<file path="src/rtl/bcd_timekeeper.sv">
module bcd_timekeeper #(
  parameter int AW = 6
) (
  input  logic          clk,
  input  logic          rst_n,
  input  logic          tick,
  input  logic          we,
  input  logic [AW-1:0] addr,
  input  logic [7:0]    wdata,
  output logic [7:0]    rdata
);
  localparam int NF = 8;

  logic [7:0] cnt [NF];
  logic [7:0] usr [NF];
  logic [7:0] inc [NF];
  logic       te;
  logic [1:0] ctl;
  logic [63:0] u_flat;

  function automatic logic [AW-1:0] fa(input int i);
    case (i)
      0: fa = AW'(0);
      1: fa = AW'(1);
      2: fa = AW'(2);
      3: fa = AW'(4);
      4: fa = AW'(6);
      5: fa = AW'(8);
      6: fa = AW'(9);
      default: fa = AW'(10);
    endcase
  endfunction

  function automatic logic [7:0] msk(input int i);
    case (i)
      1, 2, 3: msk = 8'h7F;
      4:       msk = 8'h07;
      5:       msk = 8'h3F;
      6:       msk = 8'h1F;
      default: msk = 8'hFF;
    endcase
  endfunction

  function automatic logic [7:0] rstv(input int i);
    rstv = (i >= 4 && i <= 6) ? 8'h01 : 8'h00;
  endfunction

  function automatic logic [7:0] binc(input logic [7:0] v);
    binc = (v[3:0] == 4'd9) ? {v[7:4] + 4'd1, 4'd0} : {v[7:4], v[3:0] + 4'd1};
  endfunction

  logic       hs_w, s_w, m_w, d_w, mo_w, leap, pm;
  logic [7:0] h, maxd;

  assign leap = cnt[7][4] ? (cnt[7][3:0] == 4'd2 || cnt[7][3:0] == 4'd6)
                          : (cnt[7][3:0] == 4'd0 || cnt[7][3:0] == 4'd4 || cnt[7][3:0] == 4'd8);

  always_comb begin
    case (cnt[6])
      8'h02:                      maxd = leap ? 8'h29 : 8'h28;
      8'h04, 8'h06, 8'h09, 8'h11: maxd = 8'h30;
      default:                    maxd = 8'h31;
    endcase
  end

  assign hs_w = cnt[0] == 8'h99;
  assign s_w  = hs_w && cnt[1] == 8'h59;
  assign m_w  = s_w && cnt[2] == 8'h59;
  assign mo_w = d_w && cnt[5] == maxd;

  always_comb begin
    for (int i = 0; i < NF; i++) inc[i] = cnt[i];
    h   = 8'h00;
    pm  = 1'b0;
    d_w = 1'b0;
    inc[0] = hs_w ? 8'h00 : binc(cnt[0]);
    if (hs_w) inc[1] = (cnt[1] == 8'h59) ? 8'h00 : binc(cnt[1]);
    if (s_w)  inc[2] = (cnt[2] == 8'h59) ? 8'h00 : binc(cnt[2]);
    if (m_w) begin
      if (cnt[3][6]) begin
        h  = {3'b000, cnt[3][4:0]};
        pm = cnt[3][5];
        if (h == 8'h12) h = 8'h01;
        else if (h == 8'h11) begin
          h   = 8'h12;
          d_w = pm;
          pm  = ~pm;
        end else h = binc(h);
        inc[3] = {2'b01, pm, h[4:0]};
      end else if (cnt[3] == 8'h23) begin
        inc[3] = 8'h00;
        d_w    = 1'b1;
      end else inc[3] = binc(cnt[3]);
    end
    if (d_w) begin
      inc[4] = (cnt[4] == 8'h07) ? 8'h01 : binc(cnt[4]);
      inc[5] = (cnt[5] == maxd) ? 8'h01 : binc(cnt[5]);
    end
    if (mo_w) begin
      inc[6] = (cnt[6] == 8'h12) ? 8'h01 : binc(cnt[6]);
      if (cnt[6] == 8'h12) inc[7] = (cnt[7] == 8'h99) ? 8'h00 : binc(cnt[7]);
    end
  end

  always_ff @(posedge clk or negedge rst_n) begin
    if (!rst_n) begin
      for (int i = 0; i < NF; i++) begin
        cnt[i] <= rstv(i);
        usr[i] <= rstv(i);
      end
      te  <= 1'b1;
      ctl <= 2'b00;
    end else begin
      for (int i = 0; i < NF; i++) begin
        if (we && addr == fa(i)) begin
          cnt[i] <= wdata & msk(i);
          usr[i] <= wdata & msk(i);
        end else begin
          if (tick)       cnt[i] <= inc[i];
          if (tick && te) usr[i] <= inc[i];
        end
      end
      if (we && addr == AW'(9))  ctl <= wdata[7:6];
      if (we && addr == AW'(11)) te  <= wdata[7];
    end
  end

  always_comb begin
    case (addr)
      AW'(0):  rdata = usr[0];
      AW'(1):  rdata = usr[1];
      AW'(2):  rdata = usr[2];
      AW'(4):  rdata = usr[3];
      AW'(6):  rdata = usr[4];
      AW'(8):  rdata = usr[5];
      AW'(9):  rdata = {ctl, 1'b0, usr[6][4:0]};
      AW'(10): rdata = usr[7];
      AW'(11): rdata = {te, 7'b0};
      default: rdata = 8'h00;
    endcase
  end

  assign u_flat = {usr[7], usr[6], usr[5], usr[4], usr[3], usr[2], usr[1], usr[0]};
endmodule


</file>
<file path="config.mk">
export PLATFORM = sky130hd
export DESIGN_NAME = bcd_timekeeper
export DESIGN_NICKNAME = d
export VERILOG_FILES = /design/src/rtl/bcd_timekeeper.sv
export SDC_FILE = /design/constraint.sdc
export NUM_CORES = 1
export LEC_CHECK = 0
export BUFFER_PORTS_ARGS = -buffer_cell sky130_fd_sc_hd__buf_2
export CORE_ASPECT_RATIO = 1.75
export CORE_MARGIN = 2
export CORE_UTILIZATION = 41
export DETAILED_ROUTE_END_ITERATION = 8
export GPL_TIMING_DRIVEN = 0
export HOLD_SLACK_MARGIN = 0.12
export SYNTH_ARGS = -nofsm -noshare
export SYNTH_HDL_FRONTEND = slang
export SYNTH_SLANG_ARGS = --single-unit
</file>
<file path="constraint.sdc">
create_clock -name clk -period 7.7 [get_ports clk]
set_input_delay 0.385 -clock clk [delete_from_list [all_inputs] [get_ports clk]]
set_output_delay 0.385 -clock clk [all_outputs]
set_load 0.02 [all_outputs]
</file>
==> impl_metrics.json, run 1 <==
{
  "status": "finished clean",
  "clock-sinks": 128,
  "slew_headroom_pct": 22.1,
  "ant_nets": 0,
  "setup_tns_ps": 0,
  "gp_congestion": 0.972,
  "numPortBuffers": 19,
  "pwr_density_cell_nw_per_um2": 291,
  "core_area_um2": 19700,
  "syn_to_final_growth_pct": 13.2,
  "hp-class": "input port to register",
  "p_total_w": 0.00270,
  "syn_nets": 1023,
  "drv_cap": 0,
  "drive_gt1_share_pct": 11.1,
  "max_freq_mhz": 283,
  "synth_edf_count": 0,
  "dieArea_um2": 21200,
  "fillers": 1936,
  "p_sw_w": 0.000936,
  "synth.area.top_cells": "dfrtp_1, o21ai_0, a21oi_1",
  "crit_top_cell": "nand3_1",
  "crit_chain": "inv_1, ha_1, and3b_1, buf_2, nand3_1, nor2_1, nand3_1, a211oi_4, nand4_1, xor2_1, a21oi_1",
  "via_count": 7546,
  "p_int_w": 0.00177,
  "grt_max_degree": 96,
  "start_util_pct": 41.7,
  "clk_pin_slew_ps": 70,
  "p_sw_share_pct": 34.7,
  "drv_slew": 0,
  "critPathLaunchType": "register",
  "fin_worst_skew_ps": 8.88,
  "rsz0062_at_grt": "no",
  "pwr-share-comb_pct": 25.8,
  "cts_tree": "yes",
  "avgSynthCellArea_um2": 8.39,
  "required_ps": 8060,
  "die_x_um": 111,
  "insertion_delay_ps": 430,
  "wirelength_mm": 27.0,
  "crit_type": "register to register",
  "grt.overflow.total": 0,
  "stdcell_count": 1277,
  "seqPwrFrac_pct": 41.5,
  "rows": 68,
  "clockBufferDepth": 2,
  "routed_via_density": 5.91,
  "drtIter0Drc": 492,
  "crit_slowest_cell": "nor2_1",
  "track_usage_pct": 26.1,
  "cts_resized": 0,
  "synth.distinct_cells": 68,
  "yosysMostFrequentCell": "dfrtp_1",
  "io_pins": 26,
  "final_area_um2": 9280,
  "ys_seq_elements": 128,
  "synth_area_um2": 8200,
  "min_period_ps": 3530,
  "drc": 0,
  "worst_pin_slew_ps": 1160,
  "firstDrtPassIters": 5,
  "ys_dominant_reg_cell": "dfrtp_1",
  "grt_pass1_wl_mm": 42.3,
  "arrival_ps": 3890,
  "multiInputGateArea_um2": 4660,
  "antenna_found_initial": 1,
  "max_stage_delay_ps": 650,
  "path_max_fanout": 8,
  "synthCells": 978,
  "leakage_nw": 3.78,
  "layout.area.seq_um2": 3210,
  "netlist.area_leader.share_pct": 36.9,
  "finalCritPeriodShare_pct": 45.9,
  "synth_top_area_cell": "dfrtp_1",
  "setup_viol": 0,
  "nets": 1063,
  "hold_viol_final": 0,
  "first_global_vias": 7427,
  "dp_hpwl_mm": 19.8,
  "numCtsBuffers": 17,
  "synth.top_cells.by_count": "dfrtp_1, nand2_1, o21ai_0",
  "clockPowerShare_pct": 32.7,
  "critPathTopFamily": "simple AND/OR/NAND/NOR gates",
  "ir_drop_uv": 170,
  "cts_root_buffer": "clkbuf_16",
  "die_h_um": 191,
  "crit_buf_inv": 2,
  "wl_per_cell_um": 21.1,
  "dp.cells": 1243,
  "cts_htree_levels": 4,
  "async_flop_share_pct": 100,
  "place_area_um2": 8640,
  "final_util_pct": 47.2,
  "ys_seq_area_share_pct": 39.1,
  "end_kind": "register",
  "ys_warn_count": 0
}
## power groups by stage
stage                     Combinational [W]  Clock, W  Sequential [W]
after CTS                          0.000696  0.000892         0.00111
after global routing               0.000787  0.000919         0.00114
after global placement             0.000672         0         0.00112
after floorplan                    0.000526         0         0.00104
final                              0.000697  0.000884         0.00112
after detailed placement           0.000688         0         0.00112
## flip-flops by register name, summed over array words and instances (netlist names)
name,count
te,1
u_flat,61
ctl,2
cnt,64
## final cells by class
cell class              instances  area share [%]
repair buffers                 21            1.50
well taps                     245            3.30
plain buffers                  62            2.70
flip-flops and latches        128            34.6
multi-input cells             765            50.1
clock inverters                12            1.99
diodes                          1          0.0270
clock buffers                  20            4.81
inverters                      23           0.930
## path summary, 6_finish.rpt
| path | slack, ps | cells after the start | from | end |
|---|---|---|---|---|
| max | 4170 | 11 | cnt[57] | cnt[2] |
| min | 250 | 3 | wdata[7] | ctl[1] |
| max reg2reg | 4170 | 11 | cnt[57] | cnt[2] |
| min reg2reg | 480 | 2 | ctl[0] | ctl[0] |
| max in group asynchronous | 6460 | 3 | rst_n | u_flat[40] |
| min in group asynchronous | 430 | 2 | rst_n | cnt[50] |
## kinds of logic (layout without fill, tap and decap cells)
| group | after synthesis | after routing | synth area share, % |
|---|---|---|---|
| multiplexers | 62 | 62 | 8.21 |
| AO/OA/AOI/OAI | 290 | 290 | 21.0 |
| buffers and inverters | 85 | 138 | 4.10 |
| adder cells (fa/ha/maj) | 27 | 27 | 4.12 |
| flip-flops | 128 | 128 | 39.1 |
| XOR/XNOR | 21 | 21 | 2.24 |
| AND/OR/NAND/NOR | 365 | 365 | 21.2 |
| other | 0 | 1 | 0 |
## layer usage
| layer | routed length [um] | part of all wire, % | global-route usage (%) | up-vias |
|---|---|---|---|---|
| met5 | 0 | 0 | 0 | - |
| met4 | 1800 | 6.7 | 16.9 | 0 |
| met3 | 866 | 3.2 | 2.98 | 80 |
| met2 | 14000 | 52 | 47.4 | 206 |
| met1 | 10400 | 38 | 28.6 | 3673 |
| li1 | - | - | - | 3587 |
## worst register-to-register path, delay by kind of cell, from the launching register on
| kind | cells | cell delay, ps |
|---|---|---|
| AO/OA/AOI/OAI | 2 | 710 |
| buffers and inverters | 2 | 220 |
| flip-flops | 1 | 410 |
| AND/OR/NAND/NOR | 5 | 1790 |
| adder cells (fa/ha/maj) | 1 | 160 |
| XOR/XNOR | 1 | 180 |
## per-stage QoR
stage | worst slack (ps) | hold WS (ps)
global route | 3860 | 270
finish | 4170 | 252
floorplan | 5090 | 89.4
CTS | 4160 | 252
global placement | 4210 | 459
detailed placement | 4190 | 308
## cells in the final DEF (no fill, tap or decap), types with 6 or more instances in the layout
cell type | Yosys | final
buf_2 | 6 | 24
nand3_1 | 37 | 37
clkbuf_16 | 0 | 17
nor2_1 | 96 | 96
nand2_1 | 117 | 117
mux2_2 | 32 | 32
o22ai_1 | 18 | 18
and3b_1 | 6 | 6
buf_1 | 7 | 7
a21oi_1 | 97 | 97
ha_1 | 27 | 27
and3_1 | 11 | 11
xor2_1 | 8 | 8
o31ai_1 | 9 | 9
dfrtp_1 | 121 | 121
a31oi_1 | 9 | 9
inv_1 | 23 | 23
nor2b_1 | 13 | 13
dfstp_2 | 7 | 7
nand2b_1 | 7 | 7
mux2i_1 | 29 | 29
and2_1 | 6 | 6
nor3b_1 | 6 | 6
nor3_1 | 29 | 29
o21ai_0 | 104 | 104
clkbuf_1 | 46 | 48
or3_1 | 9 | 9
xnor2_1 | 13 | 13
## repair_timing
action	in CTS	in global routing
buffers inserted	0	0
hold buffers	1	0
hold endpoints to repair	33	0
(Power assumes the default switching activity.)
==> run 2, diff against run 1 <==
Clock period 7.7 ns to 3.39 ns, I/O delays scaled along.
==> run 2 against run 1 <==
Against the previous run: combinational power grew 130%; fmax grew 13%; final cell count grew 0.31%; clock skew shrank 0.95 ps; final area grew 0.46%; wire length grew 0.31%; global-route usage is essentially flat; clock power grew 130%; sequential share of layout area shrank 0.16 points; core utilization grew 0.22 points; critical path type unchanged; largest cell class unchanged.
==> impl_metrics.json, run 2 (same netlist as run 1, synthesis figures left out) <==
{
  "status": "finished clean",
  "worst_pin_slew_ps": 1190,
  "clockPowerShare_pct": 32.6,
  "drv_cap": 0,
  "clock-sinks": 128,
  "crit_top_cell": "nand3_1",
  "grt_max_degree": 96,
  "hold_viol_final": 0,
  "max_stage_delay_ps": 410,
  "die_x_um": 111,
  "wirelength_mm": 27.1,
  "firstDrtPassIters": 5,
  "drc": 0,
  "dp.cells": 1243,
  "clockBufferDepth": 2,
  "dieArea_um2": 21200,
  "seqPwrFrac_pct": 41.5,
  "wl_per_cell_um": 21.1,
  "insertion_delay_ps": 430,
  "leakage_nw": 3.80,
  "cts_htree_levels": 4,
  "nets": 1067,
  "track_usage_pct": 26.1,
  "crit_type": "register to register",
  "die_h_um": 191,
  "ir_drop_uv": 387,
  "final_util_pct": 47.5,
  "antenna_found_initial": 1,
  "setup_viol": 0,
  "via_count": 7598,
  "fin_worst_skew_ps": 7.92,
  "numCtsBuffers": 17,
  "cts_root_buffer": "clkbuf_16",
  "crit_slowest_cell": "dfrtp_1",
  "numPortBuffers": 19,
  "io_pins": 26,
  "core_area_um2": 19700,
  "end_kind": "register",
  "min_period_ps": 3140,
  "finalCritPeriodShare_pct": 92.5,
  "dp_hpwl_mm": 19.8,
  "gp_congestion": 0.972,
  "grt_pass1_wl_mm": 42.3,
  "first_global_vias": 7430,
  "largest_register_ffs": 64,
  "stdcell_count": 1281,
  "required_ps": 3740,
  "arrival_ps": 3490,
  "rows": 68,
  "p_int_w": 0.00401,
  "syn_to_final_growth_pct": 13.7,
  "drive_gt1_share_pct": 11.3,
  "routed_via_density": 5.93,
  "holdWs_ps": 160,
  "regMostFlops": "cnt",
  "pwr-share-comb_pct": 25.8,
  "final_common_cell": "dfrtp_1",
  "slew_headroom_pct": 19.8,
  "final_cell_mix": "dfrtp_1, nand2_1, o21ai_0",
  "max_freq_mhz": 319,
  "path_max_fanout": 8,
  "p_sw_w": 0.00213,
  "rsz0062_at_grt": "no",
  "cts_tree": "yes",
  "p_sw_share_pct": 34.7,
  "ant_nets": 0,
  "drtIter0Drc": 501,
  "critPathLaunchType": "register",
  "pwr_density_cell_nw_per_um2": 658,
  "grt.overflow.total": 0,
  "start_util_pct": 41.7,
  "clk_pin_slew_ps": 60,
  "hp-class": "input port to register",
  "drv_slew": 0,
  "crit_chain": "inv_1, ha_1, and3b_1, buf_2, nand3_1, nor2_4, nand3_1, a211oi_4, buf_4, nand4_1, xor2_1, a21oi_1"
}
## run 2: critical path: cells and delay by family, from the launching register on
| kind | cells | cell delay [ps] |
|---|---|---|
| xor+xnor | 1 | 170 |
| simple gates | 5 | 1420 |
| fa+ha+maj | 1 | 160 |
| flops | 1 | 410 |
| compound gates | 2 | 460 |
| buf+inv | 3 | 440 |
## run 2: worst paths after layout
| path | start | to | slack, ps | cells past startpoint |
|---|---|---|---|---|
| min reg2reg | ctl[0] | ctl[0] | 480 | 2 |
| min in group asynchronous | rst_n | cnt[50] | 210 | 2 |
| min | wdata[5] | cnt[5] | 160 | 3 |
| max | cnt[57] | cnt[2] | 250 | 12 |
| max in group asynchronous | rst_n | u_flat[40] | 2350 | 3 |
| max reg2reg | cnt[57] | cnt[2] | 250 | 12 |
## run 2: cell type report
| type | count | area (um2) |
|---|---|---|
| Fill cell | 1933 | 10300 |
| Multi-Input combinational cell | 765 | 4660 |
| Sequential cell | 128 | 3210 |
| Clock buffer | 20 | 447 |
| Tap cell | 245 | 307 |
| Buffer | 62 | 250 |
| Clock inverter | 12 | 185 |
| Timing Repair Buffer | 25 | 174 |
| Inverter | 23 | 86.3 |
| Antenna cell | 1 | 2.50 |
## run 2: timing repair
action,CTS,global route
buffers inserted,0,2
cloned,0,0
pin swaps,0,1
endpoints found under the hold margin,125,0
hold buffers,3,0
endpoints found under the setup margin,5,11
gates resized for setup,1,1
## run 2: stage by stage
step,setup TNS (ps),power [W],worst slack [ps],instance area (um2)
final,0,0.00614,254,9330
after global routing,0,0.00647,34.3,9330
after CTS,0,0.00614,63.0,9300
after detailed placement,-384,0.00412,-118,8640
after global placement,-315,0.00407,-103,8610
after floorplan,0,0.00355,776,8200
## run 2: power groups by stage
stage | logic [W] | clock network (W) | registers (W)
finish | 0.00159 | 0.00200 | 0.00255
global route | 0.00179 | 0.00209 | 0.00260
CTS | 0.00158 | 0.00203 | 0.00253
detailed placement | 0.00156 | 0 | 0.00256
global placement | 0.00153 | 0 | 0.00254
floorplan | 0.00120 | 0 | 0.00235
## run 2: routing by layer
metal	vias up	track usage [%]	part of all wire (%)	routed length [um]
li1	3597	-	-	-
met4	0	16.9	7.3	1970
met3	87	2.98	3.5	936
met5	-	0	0	0
met1	3665	28.6	38	10400
met2	249	47.4	51	13800
==> run 3, diff against run 2 <==
Settings changed: BUFFER_PORTS_ARGS -buffer_cell sky130_fd_sc_hd__buf_2 to -buffer_cell sky130_fd_sc_hd__buf_4, CAP_MARGIN from default to 20.
==> run 3 against run 2 <==
Against the previous run: hold slack improved by 73 ps; critical path depth fell by 2; global-route usage barely moved; highest routed layer unchanged; critical path type unchanged; fmax fell by 1.8%.
==> impl_metrics.json, run 3 (same netlist as run 1, synthesis figures left out) <==
{
  "final_util_pct": 47.7,
  "drive_gt1_share_pct": 11.4,
  "use_met2_pct": 47.0,
  "via_count": 7571,
  "setup_tns_ps": 0,
  "dieArea_um2": 21200,
  "clockBufferDepth": 2,
  "crit_slowest_cell": "or4b_4",
  "max_stage_delay_ps": 460,
  "numPortBuffers": 19,
  "cts_tree": "yes",
  "wl_per_cell_um": 21.1,
  "min_period_ps": 3190,
  "slew_headroom_pct": 33.4,
  "setup_viol": 0,
  "syn_to_final_growth_pct": 14.2,
  "rsz0062_at_grt": "no",
  "crit_type": "register to register",
  "grt.busiest_layer": "met2",
  "layout.area.seq_um2": 3210,
  "crit_start": "cnt[36]",
  "hold_viol_final": 0,
  "first_global_vias": 7562,
  "io_pins": 26,
  "critPathLaunchType": "register",
  "multiInputGateArea_um2": 4660,
  "drc": 0,
  "cts_root_buffer": "clkbuf_16",
  "leakage_nw": 3.82,
  "dp_hpwl_mm": 19.8,
  "drv_slew": 0,
  "drtIter0Drc": 526,
  "rows": 68,
  "nets": 1069,
  "gr-usage-met3_pct": 3.55,
  "grt_max_degree": 69,
  "path_max_fanout": 10,
  "grt_util_met1_pct": 28.8,
  "ant_nets": 0,
  "grt.overflow.total": 0,
  "ir_drop_uv": 344,
  "die_x_um": 111,
  "largest_register_ffs": 64,
  "insertion_delay_ps": 430,
  "final_common_cell": "dfrtp_1",
  "required_ps": 3710,
  "drv_cap": 0,
  "cts_htree_levels": 4,
  "p_total_w": 0.00609,
  "start_util_pct": 41.7,
  "fin_worst_skew_ps": 10.3,
  "clk_pin_slew_ps": 60,
  "n_antenna_cell": 0,
  "crit_chain": "inv_1, ha_1, or4b_4, or3_4, a211oi_4, buf_2, o2111ai_1, o21a_1, o21ai_0, nand2_1",
  "hp-start": "wdata[4]",
  "end_kind": "register",
  "r2r_start": "cnt[36]",
  "numCtsBuffers": 17,
  "die_h_um": 191,
  "regMostFlops": "cnt",
  "final_cell_mix": "dfrtp_1, nand2_1, o21ai_0",
  "antenna_found_initial": 0,
  "status": "finished clean",
  "fillers": 1958,
  "gp_congestion": 0.944,
  "finalCritPeriodShare_pct": 94.2,
  "track_usage_pct": 26.1,
  "core_area_um2": 19700,
  "wirelength_mm": 27.0,
  "clock-sinks": 128,
  "firstDrtPassIters": 6,
  "pwr_density_cell_nw_per_um2": 650,
  "routed_via_density": 5.91,
  "worst_pin_slew_ps": 999,
  "max_freq_mhz": 313,
  "grt_pass1_wl_mm": 42.5,
  "hp-class": "input port to register",
  "arrival_ps": 3520
}
==> run 3: critical path, delay by kind of cell, from the launching register on <==
kind	cells	cell delay (ps)
AO/OA/AOI/OAI	4	1100
AND/OR/NAND/NOR	3	960
flip-flops	1	450
buffers and inverters	2	440
adder cells (fa/ha/maj)	1	130
==> run 3: path summary, 6_finish.rpt <==
check,endpoint,slack [ps],depth (start not counted)
worst max-delay path,cnt[12],200,10
worst min-delay path,u_flat[12],230,3
worst max register to register,cnt[12],200,10
worst min register to register,u_flat[30],480,2
max in group asynchronous,cnt[16],2320,3
min in group asynchronous,cnt[50],280,2
==> run 3: per-layer routing <==
metal,vias to the layer above,wire length (um)
li1,3606,-
met1,3657,10500
met2,228,13900
met3,80,1090
met4,0,1560
met5,-,0
==> run 3: per-stage QoR <==
step	std cells	hold WS, ps	area (um2)	setup WS, ps
after floorplan	978	-126	8200	776
after global placement	1242	429	8650	-81.3
after detailed placement	1244	189	8690	-69.3
after CTS	1280	231	9350	115
after global routing	1282	250	9370	78.1
final	1282	233	9370	195
==> run 3: timing repair <==
item,4_1_cts,5_1_grt
resized for setup,1,1
hold buffers,4,0
setup buffers,0,2
endpoints found under the hold margin,64,0
cloned,0,0
endpoints found under the setup margin,4,7
pin swaps,0,1
==> run 3: area by class of cell <==
class                           instances  share of cell area [%]
Clock inverter                         12                    1.79
Inverter                               23                   0.922
Buffer                                 62                    2.67
Timing Repair Buffer                   27                    2.50
Multi-Input combinational cell        765                    49.8
Tap cell                              245                    3.27
Sequential cell                       128                    34.3
Clock buffer                           20                    4.77
==> run 3: power breakdown <==
part | switching, W | internal, W | leakage (nW) | total [W]
Sequential | 0.000504 | 0.00204 | 1.54 | 0.00255
Combinational | 0.000861 | 0.000722 | 1.98 | 0.00158
Clock | 0.000718 | 0.00124 | 0.296 | 0.00196
Total | 0.00208 | 0.00401 | 3.82 | 0.00609
